## src/rtl/code_loader_pkg.sv

```systemverilog
package code_loader_pkg;
    typedef enum logic [1:0] {
        ST_IDLE    = 2'd0,
        ST_SHIFT   = 2'd1,
        ST_OVERRUN = 2'd2,
        ST_COMMIT  = 2'd3
    } frame_state_e;

    // positions in the synchronizer bank
    localparam int SYN_PIN  = 0;
    localparam int SYN_SCLK = 1;
    localparam int SYN_SDIN = 2;
    localparam int SYN_MODE = 3;
    localparam int SYN_W    = 4;
endpackage

```

## src/rtl/cl_sync_bank.sv

```systemverilog
module cl_sync_bank #(
    parameter int            WIDTH   = 4,
    parameter int            STAGES  = 2,
    parameter logic [WIDTH-1:0] RST_VAL = '0
) (
    input  logic             clk,
    input  logic             rst_n,
    input  logic [WIDTH-1:0] async_in,
    output logic [WIDTH-1:0] sync_out
);
    for (genvar b = 0; b < WIDTH; b++) begin : g_bit
        logic [STAGES-1:0] chain;
        always_ff @(posedge clk or negedge rst_n) begin
            if (!rst_n) begin
                chain <= {STAGES{RST_VAL[b]}};
            end else begin
                chain <= {chain[STAGES-2:0], async_in[b]};
            end
        end
        assign sync_out[b] = chain[STAGES-1];
    end
endmodule

```

## src/rtl/cl_serial_fsm.sv

```systemverilog
module cl_serial_fsm
    import code_loader_pkg::*;
#(
    parameter int CODE_W = 8
) (
    input  logic              clk,
    input  logic              rst_n,
    input  logic              spi_mode,
    input  logic              cs_n,
    input  logic              sclk_rise,
    input  logic              sdin,
    output logic              frame_load,
    output logic [CODE_W-1:0] frame_code
);
    localparam int CNT_W = $clog2(CODE_W + 1);
    localparam logic [CNT_W-1:0] FULL = CNT_W'(CODE_W);

    frame_state_e      state_q, state_d;
    logic [CODE_W-1:0] shreg_q;
    logic [CNT_W-1:0]  cnt_q;

    // state register
    always_ff @(posedge clk or negedge rst_n) begin
        if (!rst_n) state_q <= ST_IDLE;
        else        state_q <= state_d;
    end

    // next state
    always_comb begin
        state_d = state_q;
        unique case (state_q)
            ST_IDLE: begin
                if (spi_mode && !cs_n) state_d = ST_SHIFT;
            end
            ST_SHIFT: begin
                if (!spi_mode)                 state_d = ST_IDLE;
                else if (cs_n)                 state_d = (cnt_q == FULL) ? ST_COMMIT : ST_IDLE;
                else if (sclk_rise && cnt_q == FULL) state_d = ST_OVERRUN;
            end
            ST_OVERRUN: begin
                if (!spi_mode || cs_n) state_d = ST_IDLE;
            end
            ST_COMMIT: state_d = ST_IDLE;
            default:   state_d = ST_IDLE;
        endcase
    end

    // shift register and bit counter
    always_ff @(posedge clk or negedge rst_n) begin
        if (!rst_n) begin
            shreg_q <= '0;
            cnt_q   <= '0;
        end else if (state_q == ST_IDLE && state_d == ST_SHIFT) begin
            cnt_q <= '0;
        end else if (state_q == ST_SHIFT && state_d == ST_SHIFT && sclk_rise && cnt_q != FULL) begin
            shreg_q <= {shreg_q[CODE_W-2:0], sdin};
            cnt_q   <= cnt_q + 1'b1;
        end
    end

    // outputs
    always_comb begin
        frame_load = (state_q == ST_COMMIT);
        frame_code = shreg_q;
    end

    assert_cnt_bound_R7: assert property (@(posedge clk) disable iff (!rst_n)
        cnt_q <= FULL);
    assert_commit_full_R5: assert property (@(posedge clk) disable iff (!rst_n)
        (state_q == ST_SHIFT && cs_n && spi_mode && cnt_q != FULL) |=> state_q != ST_COMMIT);
    assert_commit_exit_R8: assert property (@(posedge clk) disable iff (!rst_n)
        (state_q == ST_COMMIT) |=> (state_q == ST_IDLE));
    assert_abort_R9: assert property (@(posedge clk) disable iff (!rst_n)
        (state_q == ST_SHIFT && !spi_mode) |=> state_q == ST_IDLE);
endmodule

```

## src/rtl/code_loader.sv

```systemverilog
module code_loader
    import code_loader_pkg::*;
#(
    parameter int CODE_W      = 8,
    parameter int SYNC_STAGES = 2
) (
    input  logic              clk,
    input  logic              rst_n,
    input  logic              mode_sel,
    input  logic [CODE_W-1:0] par_data,
    input  logic              latch_cs_n,
    input  logic              ser_clk,
    input  logic              ser_din,
    output logic [CODE_W-1:0] code_out,
    output logic              code_upd
);
    localparam logic [SYN_W-1:0] SYN_RST = SYN_W'(1) << SYN_PIN;

    logic [SYN_W-1:0]  raw, syn;
    logic              pin_d, sclk_d;
    logic              pin_rise, sclk_rise, par_load, ser_load;
    logic [CODE_W-1:0] ser_code;
    logic [CODE_W-1:0] code_q;
    logic              upd_q;

    always_comb begin
        raw           = '0;
        raw[SYN_PIN]  = latch_cs_n;
        raw[SYN_SCLK] = ser_clk;
        raw[SYN_SDIN] = ser_din;
        raw[SYN_MODE] = mode_sel;
    end

    cl_sync_bank #(.WIDTH(SYN_W), .STAGES(SYNC_STAGES), .RST_VAL(SYN_RST)) u_sync (
        .clk(clk), .rst_n(rst_n), .async_in(raw), .sync_out(syn)
    );

    always_ff @(posedge clk or negedge rst_n) begin
        if (!rst_n) begin
            pin_d  <= 1'b1;
            sclk_d <= 1'b0;
        end else begin
            pin_d  <= syn[SYN_PIN];
            sclk_d <= syn[SYN_SCLK];
        end
    end

    assign pin_rise  = syn[SYN_PIN] & ~pin_d;
    assign sclk_rise = syn[SYN_SCLK] & ~sclk_d;
    assign par_load  = pin_rise & ~syn[SYN_MODE];

    cl_serial_fsm #(.CODE_W(CODE_W)) u_fsm (
        .clk(clk), .rst_n(rst_n),
        .spi_mode(syn[SYN_MODE]), .cs_n(syn[SYN_PIN]),
        .sclk_rise(sclk_rise), .sdin(syn[SYN_SDIN]),
        .frame_load(ser_load), .frame_code(ser_code)
    );

    always_ff @(posedge clk or negedge rst_n) begin
        if (!rst_n) begin
            code_q <= '0;
            upd_q  <= 1'b0;
        end else begin
            upd_q <= ser_load | par_load;
            if (ser_load)      code_q <= ser_code;
            else if (par_load) code_q <= par_data;
        end
    end

    assign code_out = code_q;
    assign code_upd = upd_q;

    assert_upd_single_R8: assert property (@(posedge clk) disable iff (!rst_n)
        code_upd |=> !code_upd);
    assert_change_has_upd_R8: assert property (@(posedge clk) disable iff (!rst_n)
        (code_out != $past(code_out)) |-> code_upd);
endmodule

```

## config.mk

```make
export PLATFORM = sky130hd
export DESIGN_NAME = code_loader
export DESIGN_NICKNAME = d
export VERILOG_FILES = /design/src/rtl/code_loader_pkg.sv /design/src/rtl/cl_sync_bank.sv /design/src/rtl/cl_serial_fsm.sv /design/src/rtl/code_loader.sv
export SDC_FILE = /design/constraint.sdc
export NUM_CORES = 1
export LEC_CHECK = 0
export BUFFER_PORTS_ARGS = -buffer_cell sky130_fd_sc_hd__buf_2
export CAP_MARGIN = 10
export CORE_UTILIZATION = 58
export CTS_CLUSTER_DIAMETER = 120
export CTS_CLUSTER_SIZE = 28
export DETAILED_ROUTE_END_ITERATION = 8
export PLACE_DENSITY = 0.93
export SETUP_SLACK_MARGIN = 0.5
export SYNTH_ARGS = -nofsm -noshare
export SYNTH_HDL_FRONTEND = slang
export SYNTH_SLANG_ARGS = --single-unit
```

## constraint.sdc

```tcl
create_clock -name clk -period 3.7 [get_ports clk]
set_clock_uncertainty 0.15 [all_clocks]
set_input_delay 0.185 -clock clk [delete_from_list [all_inputs] [get_ports clk]]
set_output_delay 0.185 -clock clk [all_outputs]
set_load 0.02 [all_outputs]
```

### Yosys cells after proc, flatten, opt, wreduce, memory -nomap -nowiden

Cells that the tools add are included.

* bits in registers: 33
* input port bits: 14
* word-level logic and storage cells: 50

* add/subtract/negate cells: 1
* eq/ne operators: 6
* muxes and demuxes: 11
* bitwise logic cells: 8
* reductions and logical operators: 13

Operators with widths (number)
* two-way mux 8 bit: 2
* two-way mux 2 bit: 6
* two-way mux 4 bit: 2
* one-hot mux 2 bit (4 select lines): 1
* logical AND 1 bit: 6
* adder 4 x 1 -> 4 bit (second input constant): 1
* equality test 2 x 1 -> 1 bit (second input constant): 2
* equality test 2 bit (second input constant): 2
* equality test 4 bit (second input constant): 1
* inequality test 4 bit (second input constant): 1
* inverter 1 bit: 4
* nonzero test 2 bit: 2
* AND 1 bit: 3
* zero test 1 bit: 2
* zero test 2 bit: 1
* AND reduction 2 bit: 1
* logical OR 1 bit: 1
* OR 1 bit: 1

### Longest topological paths before layout

Gate-level depths: netlist of the first run.

* word-level depth: 13
* mapped depth: 6
* mapped depth without buffers: 5

### Modules after synthesis

Synthesis of the first run repeated with hierarchy kept, for this count alone.

* cell total of the unflattened synthesis: 97
* area total of the unflattened synthesis: 1450.1 um^2

By module, submodules not included
* cl_serial_fsm: instances 1, cells each 53, area an instance 689.4 um^2
* code_loader: instances 1, cells each 32, area an instance 528.0 um^2
* cl_sync_bank: instances 1, cells each 12, area an instance 232.7 um^2

### Least setup slack after synthesis of the first run

OpenSTA, ideal clock, no wires.

* path type: reg-to-reg
* start point: register u_fsm.cnt_q[0]
* end point: register u_fsm.cnt_q[2]
* arrival: 1.368 ns
* data required time: 3.481 ns
* path slack: 2.113 ns
* cell stages (with the launch flop): 6
* cells stage by stage: dfrtp_1 -> inv_1 -> ha_1 -> and3b_1 -> or4_1 -> nand3_1

* longest elaborated chain between the ends: 11
* elaborated cells on any way between the ends: 17
* classes of those cells: add/sub: 1; eq/ne: 3; mux: 7; reduce/logical: 6

Ends and longest elaborated chain
* start: declaration: line cl_serial_fsm.sv:20 `logic [CNT_W-1:0] cnt_q;`
* start signal: assignment: line cl_serial_fsm.sv:57 `cnt_q <= cnt_q + 1'b1;`
* equality test 4 bit: line cl_serial_fsm.sv:37, cl_serial_fsm.sv:38
* logical AND 1 bit: line cl_serial_fsm.sv:38 `else if (sclk_rise && cnt_q == FULL) state_d = ST_OVERRUN;`
* two-way mux 2 bit: line cl_serial_fsm.sv:38
* two-way mux 2 bit: line cl_serial_fsm.sv:37 `else if (cs_n) state_d = (cnt_q == FULL) ? ST_COMMIT : ST_IDLE;`
* two-way mux 2 bit: line cl_serial_fsm.sv:36 `if (!spi_mode) state_d = ST_IDLE;`
* one-hot mux 2 bit (4 select lines): line cl_serial_fsm.sv:31 `unique case (state_q)`
* equality test 2 x 1 -> 1 bit: line cl_serial_fsm.sv:53, cl_serial_fsm.sv:55
* logical AND 1 bit (3 in a row): line cl_serial_fsm.sv:55 `end else if (state_q == ST_SHIFT && state_d == ST_SHIFT && sclk_rise && cnt_q != FULL) begin`
* nonzero test 2 bit (no line)

Several ways; a longest one is shown, not always the timed one. The select of a mux whose other input is x is not followed.
A chain may end at the register's enable or synchronous reset.

### Final worst setup path of the first run

* start point: register u_fsm.cnt_q[0]
* end point: register u_fsm.shreg_q[2], in the netlist u_fsm.frame_code[2]

* longest elaborated chain between the ends: 11
* elaborated cells on any way between the ends: 15
* classes of those cells: eq/ne: 3; mux: 5; bitwise: 1; reduce/logical: 6

Ends and longest elaborated chain
* equality test 4 bit: line cl_serial_fsm.sv:37, cl_serial_fsm.sv:38
* logical AND 1 bit: line cl_serial_fsm.sv:38
* two-way mux 2 bit: line cl_serial_fsm.sv:38
* two-way mux 2 bit: line cl_serial_fsm.sv:37
* two-way mux 2 bit: line cl_serial_fsm.sv:36
* one-hot mux 2 bit (4 select lines): line cl_serial_fsm.sv:31
* equality test 2 x 1 -> 1 bit: line cl_serial_fsm.sv:53, cl_serial_fsm.sv:55
* logical AND 1 bit (3 in a row): line cl_serial_fsm.sv:55
* AND reduction 2 bit (no line) (*)
* end signal: assignment: line cl_serial_fsm.sv:56 `shreg_q <= {shreg_q[CODE_W-2:0], sdin};`
* end: declaration: line cl_serial_fsm.sv:19 `logic [CODE_W-1:0] shreg_q;`

Mark *: on every way between the ends. The rest lies on a longest branch, timed or not.

==> impl_metrics.py, run 1 <==
metrics = {
    "route": {
        "vias": 932,
        "drc": 0,
        "avgViaCountPerCell": 5.58,
        "drtIter0Drc": 18,
        "first_pass_iters": 4,
        "wirelength_mm": 2.14,
        "m1WireLength_um": 947,
        "drtAntennaViolNets": 0,
        "wire_per_inst_um": 12.8,
        "route.met3.wl_um": 108,
        "met2_length_mm": 1.03,
        "top_layer": "met4",
    },
    "sta": {
        "report.final.slew_viol_count": 0,
        "timing_hold_violations_final": 0,
        "setup_viol": 0,
        "fin_crit_sh_pct": 46.7,
        "worst_pin_slew_ps": 686,
        "period_needed_ps": 1730,
        "rsz0062_at_grt": "no",
        "fmax_mhz": 579,
        "setup_tns_ps": 0,
        "maxSlewHeadroom_pct": 54.2,
    },
    "power": {
        "powerDensity_mw_per_mm2": 457,
        "p_leak_nw": 0.731,
        "ir_worst_vdd_mv": 0.326,
    },
    "clock_network": {
        "clkTransAtPathRegs_ps": 90,
        "ctsHoldBuffers": 5,
        "cts.sinks": 33,
        "cts-root-buf": "clkbuf_4",
        "clk_path_buf_depth": 2,
        "postCtsSetupBuffers": 0,
        "h-tree-depth": 2,
        "numCtsBuffers": 5,
        "postCtsResizedCells": 0,
        "worstSkewPairLatency_ps": 320,
        "cts_tree": "built",
    },
    "worst_setup_path": {
        "slowest_delay_ps": 430,
        "end_kind": "flop",
        "cp_top_family": "flip-flops",
        "r2r_cells": 5,
        "crit_path_max_fanout": 9,
        "start_kind": "flop",
        "path_class": "flop to flop",
        "r2r-start": "u_fsm.cnt_q[0]$_DFFE_PN0P_",
        "path_cells": "inv_1, ha_1, nand3b_1, nand3_2, mux2_2",
        "required_ps": 3750,
        "crit_arrival_ps": 1780,
        "crit_buf_inv": 1,
        "reg2reg_slack_ps": 1970,
        "reg2reg_to": "u_fsm.frame_code[2]$_DFFE_PN0P_",
        "critPathSlowestCell": "dfrtp_1",
    },
    "yosys": {
        "synth_compound_area_share_pct": 8.89,
        "ys.warnings.count": 0,
        "ys_async_sr_fraction_pct": 100,
        "synth-adder-area-share_pct": 1.85,
        "synthCells": 107,
        "synth_top_family_by_area": "simple AND/OR/NAND/NOR gates",
        "synth-simple-area-share_pct": 12.8,
        "synth_edf_count": 0,
        "ys_ff_latch": 33,
        "synthMuxAreaShare_pct": 12.6,
        "ys.flop_type": "dfrtp_1",
        "synth.net_count": 123,
        "postSynthAreaPerCell_um2": 12.6,
        "synth_xor_area_share_pct": 0,
        "synth_area_mm2": 0.00135,
        "ys_seq_area_share_pct": 61.4,
        "synth.distinct_cells": 31,
    },
    "place": {
        "numPortBuffers": 22,
        "dpl_cell_area_mm2": 0.00149,
        "dp_hpwl_mm": 1.52,
        "gp_congestion": 0.778,
    },
    "grt": {
        "grt_first_pass_wirelength_mm": 3.77,
        "grt.overflow.total": 0,
        "antenna_found_initial": 0,
        "grt_pass1_vias": 875,
        "grt_usage_pct": 21.1,
        "grt_max_degree": 34,
    },
    "run_status": {
        "status": "finished clean",
    },
    "final_layout": {
        "syn2layout_area_growth_pct": 18.0,
        "layout-drive-gt1-share_pct": 30.9,
        "multi_input_area_um2": 488,
        "final_core_util_pct": 72.1,
        "diodes": 0,
        "final_cell_mix": "30 x dfrtp_1, 22 x buf_2, 11 x nand2_1",
        "nets": 154,
        "layout_commonest_cell": "dfrtp_1",
        "regArea_um2": 830,
        "n_fill_cell": 153,
        "postLayoutCellArea_mm2": 0.00159,
    },
    "flow_run": {
        "cap_violations": 0,
    },
    "min_path": {
        "min_from": "par_data[4]",
        "min_path_type": "primary input to flop",
        "min_path_cells": 3,
        "min_to": "code_out[4]$_DFFE_PN0P_",
    },
    "floorplan": {
        "fp.dieW_um": 50.3,
        "core-area_mm2": 0.00221,
        "start_util_pct": 61.1,
        "fp-row-count": 17,
        "dieHeight_um": 50.3,
        "dieArea_mm2": 0.00253,
        "io_pins": 23,
    },
}
==> metrics by stage <==
stage                     power, W  hold WS, ps  setup WS, ps  instances
after global placement    0.000525          105          2080        154
after floorplan           0.000489         -261          2110        107
after detailed placement  0.000535          111          2010        154
after global routing      0.000774         5.43          1840        167
final                     0.000729         19.9          1970        167
after CTS                 0.000735         3.03          1990        167
==> worst reg2reg max path, cell delays in order (launching register included) <==
cell,delay [ps]
dfrtp_1,430
inv_1,100
ha_1,170
nand3b_1,170
nand3_2,250
mux2_2,360
==> layer usage <==
| layer | up-vias | global-route usage [%] |
|---|---|---|
| li1 | 443 | - |
| met1 | 444 | 26.1 |
| met2 | 38 | 33.1 |
| met3 | 7 | 5.45 |
| met4 | 0 | 12.9 |
| met5 | - | 0 |
==> Yosys cell counts, types with 2 or more instances <==
master | count | area (um2)
nand3_1 | 3 | 15.0
buf_2 | 3 | 15.0
mux2i_1 | 8 | 80.1
nand2_1 | 11 | 41.3
ha_1 | 2 | 25.0
dfrtp_1 | 30 | 751
inv_1 | 4 | 15.0
dfstp_2 | 3 | 78.8
mux2_2 | 8 | 90.1
a31oi_1 | 2 | 12.5
nand3b_1 | 3 | 22.5
o211ai_1 | 2 | 15.0
and3b_1 | 2 | 17.5
o21ai_0 | 9 | 45.0
==> how the worst max path moves through the flow <==
stage | from | endpoint | slack, ps | cells past startpoint
after floorplan | u_fsm.cnt_q[0]$_DFFE_PN0P_ | u_fsm.cnt_q[2]$_DFFE_PN0P_ | 2110 | 5
after global placement | u_fsm.cnt_q[0]$_DFFE_PN0P_ | u_fsm.cnt_q[2]$_DFFE_PN0P_ | 2080 | 5
after detailed placement | u_fsm.cnt_q[1]$_DFFE_PN0P_ | u_fsm.frame_code[2]$_DFFE_PN0P_ | 2010 | 5
after CTS | u_fsm.cnt_q[1]$_DFFE_PN0P_ | u_fsm.frame_code[2]$_DFFE_PN0P_ | 1990 | 5
after global routing | u_fsm.cnt_q[0]$_DFFE_PN0P_ | u_fsm.frame_code[2]$_DFFE_PN0P_ | 1840 | 5
final | u_fsm.cnt_q[0]$_DFFE_PN0P_ | u_fsm.frame_code[2]$_DFFE_PN0P_ | 1970 | 5
==> flip-flops by register name (all words and copies together), names as in the netlist <==
register / cells
sclk_d: 1
code_out: 8
code_upd: 1
u_fsm.cnt_q: 4
pin_d: 1
u_fsm.state_q: 2
u_fsm.frame_code: 8
u_sync.g_bit.chain: 8
==> final cells by class <==
| cell class | count | area share [%] |
|---|---|---|
| Sequential cell | 33 | 52.0 |
| Tap cell | 28 | 2.20 |
| Multi-Input combinational cell | 66 | 30.6 |
| Inverter | 4 | 0.942 |
| Clock buffer | 8 | 3.69 |
| Timing Repair Buffer | 28 | 10.5 |
==> power by group <==
| group | switching, W | internal (W) | leakage [nW] |
|---|---|---|---|
| Sequential | 0.0000237 | 0.000396 | 0.410 |
| Clock | 0.000104 | 0.0000937 | 0.0326 |
| Combinational | 0.0000643 | 0.0000470 | 0.288 |
==> kinds of logic after synthesis <==
| group | Yosys count |
|---|---|
| DFF | 33 |
| and+or+nand+nor | 29 |
| AOI/OAI and AO/OA | 19 |
| muxes | 16 |
| buffers and inverters | 8 |
| adders and majority gates | 2 |
No activity file was read; power rests on OpenSTA's default activity.
==> run 2: changes to the inputs <==
--- a/config.mk
+++ b/config.mk
@@ -7,11 +7,11 @@
 export LEC_CHECK = 0
 export BUFFER_PORTS_ARGS = -buffer_cell sky130_fd_sc_hd__buf_2
 export CAP_MARGIN = 10
-export CORE_UTILIZATION = 58
+export CORE_UTILIZATION = 48
 export CTS_CLUSTER_DIAMETER = 120
 export CTS_CLUSTER_SIZE = 28
 export DETAILED_ROUTE_END_ITERATION = 8
-export PLACE_DENSITY = 0.93
+export PLACE_DENSITY = 0.84
 export SETUP_SLACK_MARGIN = 0.5
 export SYNTH_ARGS = -nofsm -noshare
 export SYNTH_HDL_FRONTEND = slang
==> constraint.sdc (replaced) <==
create_clock -name clk -period 1.5 [get_ports clk]
set_clock_uncertainty 0.15 [all_clocks]
set_input_delay 0.075 -clock clk [delete_from_list [all_inputs] [get_ports clk]]
set_output_delay 0.075 -clock clk [all_outputs]
set_load 0.02 [all_outputs]
==> impl_metrics.py, run 2 (synthesis gave the netlist of run 1 again) <==
metrics = {
    "sta": {
        "worst_pin_slew_ps": 427,
        "period_needed_ps": 1680,
        "rsz0062_at_grt": "yes",
        "setup_tns_ps": -1460,
        "fmax_mhz": 596,
        "maxSlewHeadroom_pct": 71.5,
        "whs_ps": 41.0,
        "fin_crit_sh_pct": 112,
        "setup_viol": 19,
        "timing_hold_violations_final": 0,
        "report.final.slew_viol_count": 0,
        "setup_ws_ps": -179,
    },
    "floorplan": {
        "start_util_pct": 52.6,
        "dieHeight_um": 55.1,
        "io_pins": 23,
        "core-area_mm2": 0.00257,
        "fp.dieW_um": 55.1,
        "fp-row-count": 18,
        "dieArea_mm2": 0.00303,
    },
    "power": {
        "finalPower_w": 0.00237,
        "powerDensity_mw_per_mm2": 1100,
        "p_leak_nw": 1.02,
        "ir_worst_vdd_mv": 1.06,
    },
    "grt": {
        "antenna_found_initial": 0,
        "grt_max_degree": 19,
        "grt.overflow.total": 0,
        "grt_usage_pct": 25.5,
        "grt_first_pass_wirelength_mm": 5.17,
        "grt_pass1_vias": 1127,
    },
    "final_layout": {
        "layout_commonest_cell": "dfrtp_1",
        "diodes": 0,
        "layoutNonFillerInstCount": 212,
        "final_cell_mix": "30 x dfrtp_1, 28 x buf_4, 15 x buf_6",
        "syn2layout_area_growth_pct": 59.5,
        "nets": 197,
        "n_fill_cell": 139,
        "final_core_util_pct": 84.0,
        "layout-drive-gt1-share_pct": 50.0,
    },
    "route": {
        "drtIter0Drc": 26,
        "drc": 0,
        "wirelength_mm": 4.01,
        "avgViaCountPerCell": 5.53,
        "vias": 1172,
        "drtAntennaViolNets": 0,
        "first_pass_iters": 4,
        "wire_per_inst_um": 18.9,
    },
    "worst_setup_path": {
        "end_kind": "flop",
        "start_kind": "flop",
        "cp_top_family": "compound AO/OA/AOI/OAI gates",
        "required_ps": 1520,
        "reg2reg_slack_ps": -180,
        "crit_buf_inv": 2,
        "path_cells": "inv_2, ha_4, and3b_2, buf_6, o211ai_1, o221ai_1",
        "slowest_delay_ps": 380,
        "critPathSlowestCell": "dfrtp_1",
        "path_class": "flop to flop",
        "crit_path_max_fanout": 3,
        "crit_arrival_ps": 1700,
    },
    "place": {
        "place_inst": 173,
        "dp_hpwl_mm": 1.90,
        "numPortBuffers": 22,
        "gp_congestion": 0.803,
    },
    "clock_network": {
        "worstSkewPairLatency_ps": 340,
        "clkTransAtPathRegs_ps": 120,
        "cts_tree": "built",
        "cts-root-buf": "clkbuf_4",
        "numCtsBuffers": 5,
        "cts.sinks": 33,
        "h-tree-depth": 2,
        "clk_path_buf_depth": 2,
    },
    "run_status": {
        "violations": "negative setup slack",
        "status": "finished, violations left",
    },
    "flow_run": {
        "cap_violations": 0,
    },
    "min_path": {
        "min_path_type": "primary input to asynchronous set/reset pin",
    },
}
[run 2: cell count changes in the layout (fill, tap and decap cells not counted), sizes merged]
cell,before,now
nand3,4,5
buf,23,57
dlygate4sd3,5,13
bufinv,0,1
clkbuf,8,7
[run 2: final cells by class]
type / instances / area [um2] / share of cell area (%)
multi-input combinational: 67 / 594 / 27.6
timing repair buffer: 70 / 594 / 27.6
clock inverter: 1 / 30.0 / 1.39
sequential: 33 / 830 / 38.5
clock buffer: 7 / 55.1 / 2.55
tap: 30 / 37.5 / 1.74
inverter: 4 / 15.0 / 0.696
[run 2: stage by stage]
stage	cell area [um2]	setup slack [ps]
2_1_floorplan	1410	-65.6
5_1_grt	2160	-233
4_1_cts	2030	-107
3_3_place_gp	1670	-78.6
6_report	2160	-179
3_5_place_dp	1670	-105
[run 2: repair_timing]
action                                  4_1_cts  5_1_grt
setup buffers                                10        7
pin swaps                                     2        5
cloned                                        0        1
gates resized for setup                      24       16
endpoints found under the hold margin        45        0
hold buffers                                 13        0
endpoints found under the setup margin       32       33
[run 2: per-layer routing]
metal	routed length, um	part of all wire, %	up-vias	track usage (%)
li1	-	-	532	-
met1	1510	38	578	29.4
met2	2190	54	50	44.6
met3	192	4.8	12	7.92
met4	123	3.1	0	8.75
met5	0	0	-	0
[run 2: path summary, 6_finish.rpt]
kind | endpoint | cells after the start | from
worst max register to register | u_fsm.cnt_q[1]$_DFFE_PN0P_ | 6 | u_fsm.cnt_q[1]$_DFFE_PN0P_
worst min-delay path | code_out[6]$_DFFE_PN0P_ | 2 | rst_n
min in group clk | u_sync.g_bit[1].chain[1]$_DFF_PN0_ | 0 | u_sync.g_bit[1].chain[0]$_DFF_PN0_
worst min register to register | u_sync.g_bit[1].chain[1]$_DFF_PN0_ | 0 | u_sync.g_bit[1].chain[0]$_DFF_PN0_
worst max-delay path | u_fsm.cnt_q[1]$_DFFE_PN0P_ | 6 | u_fsm.cnt_q[1]$_DFFE_PN0P_
max in group asynchronous | sclk_d$_DFF_PN0_ | 3 | rst_n
[run 2: power by group]
part,total [W],switching [W],internal [W]
combinational,0.000603,0.000267,0.000336
sequential,0.00105,0.0000699,0.000977
clock,0.000715,0.000317,0.000398
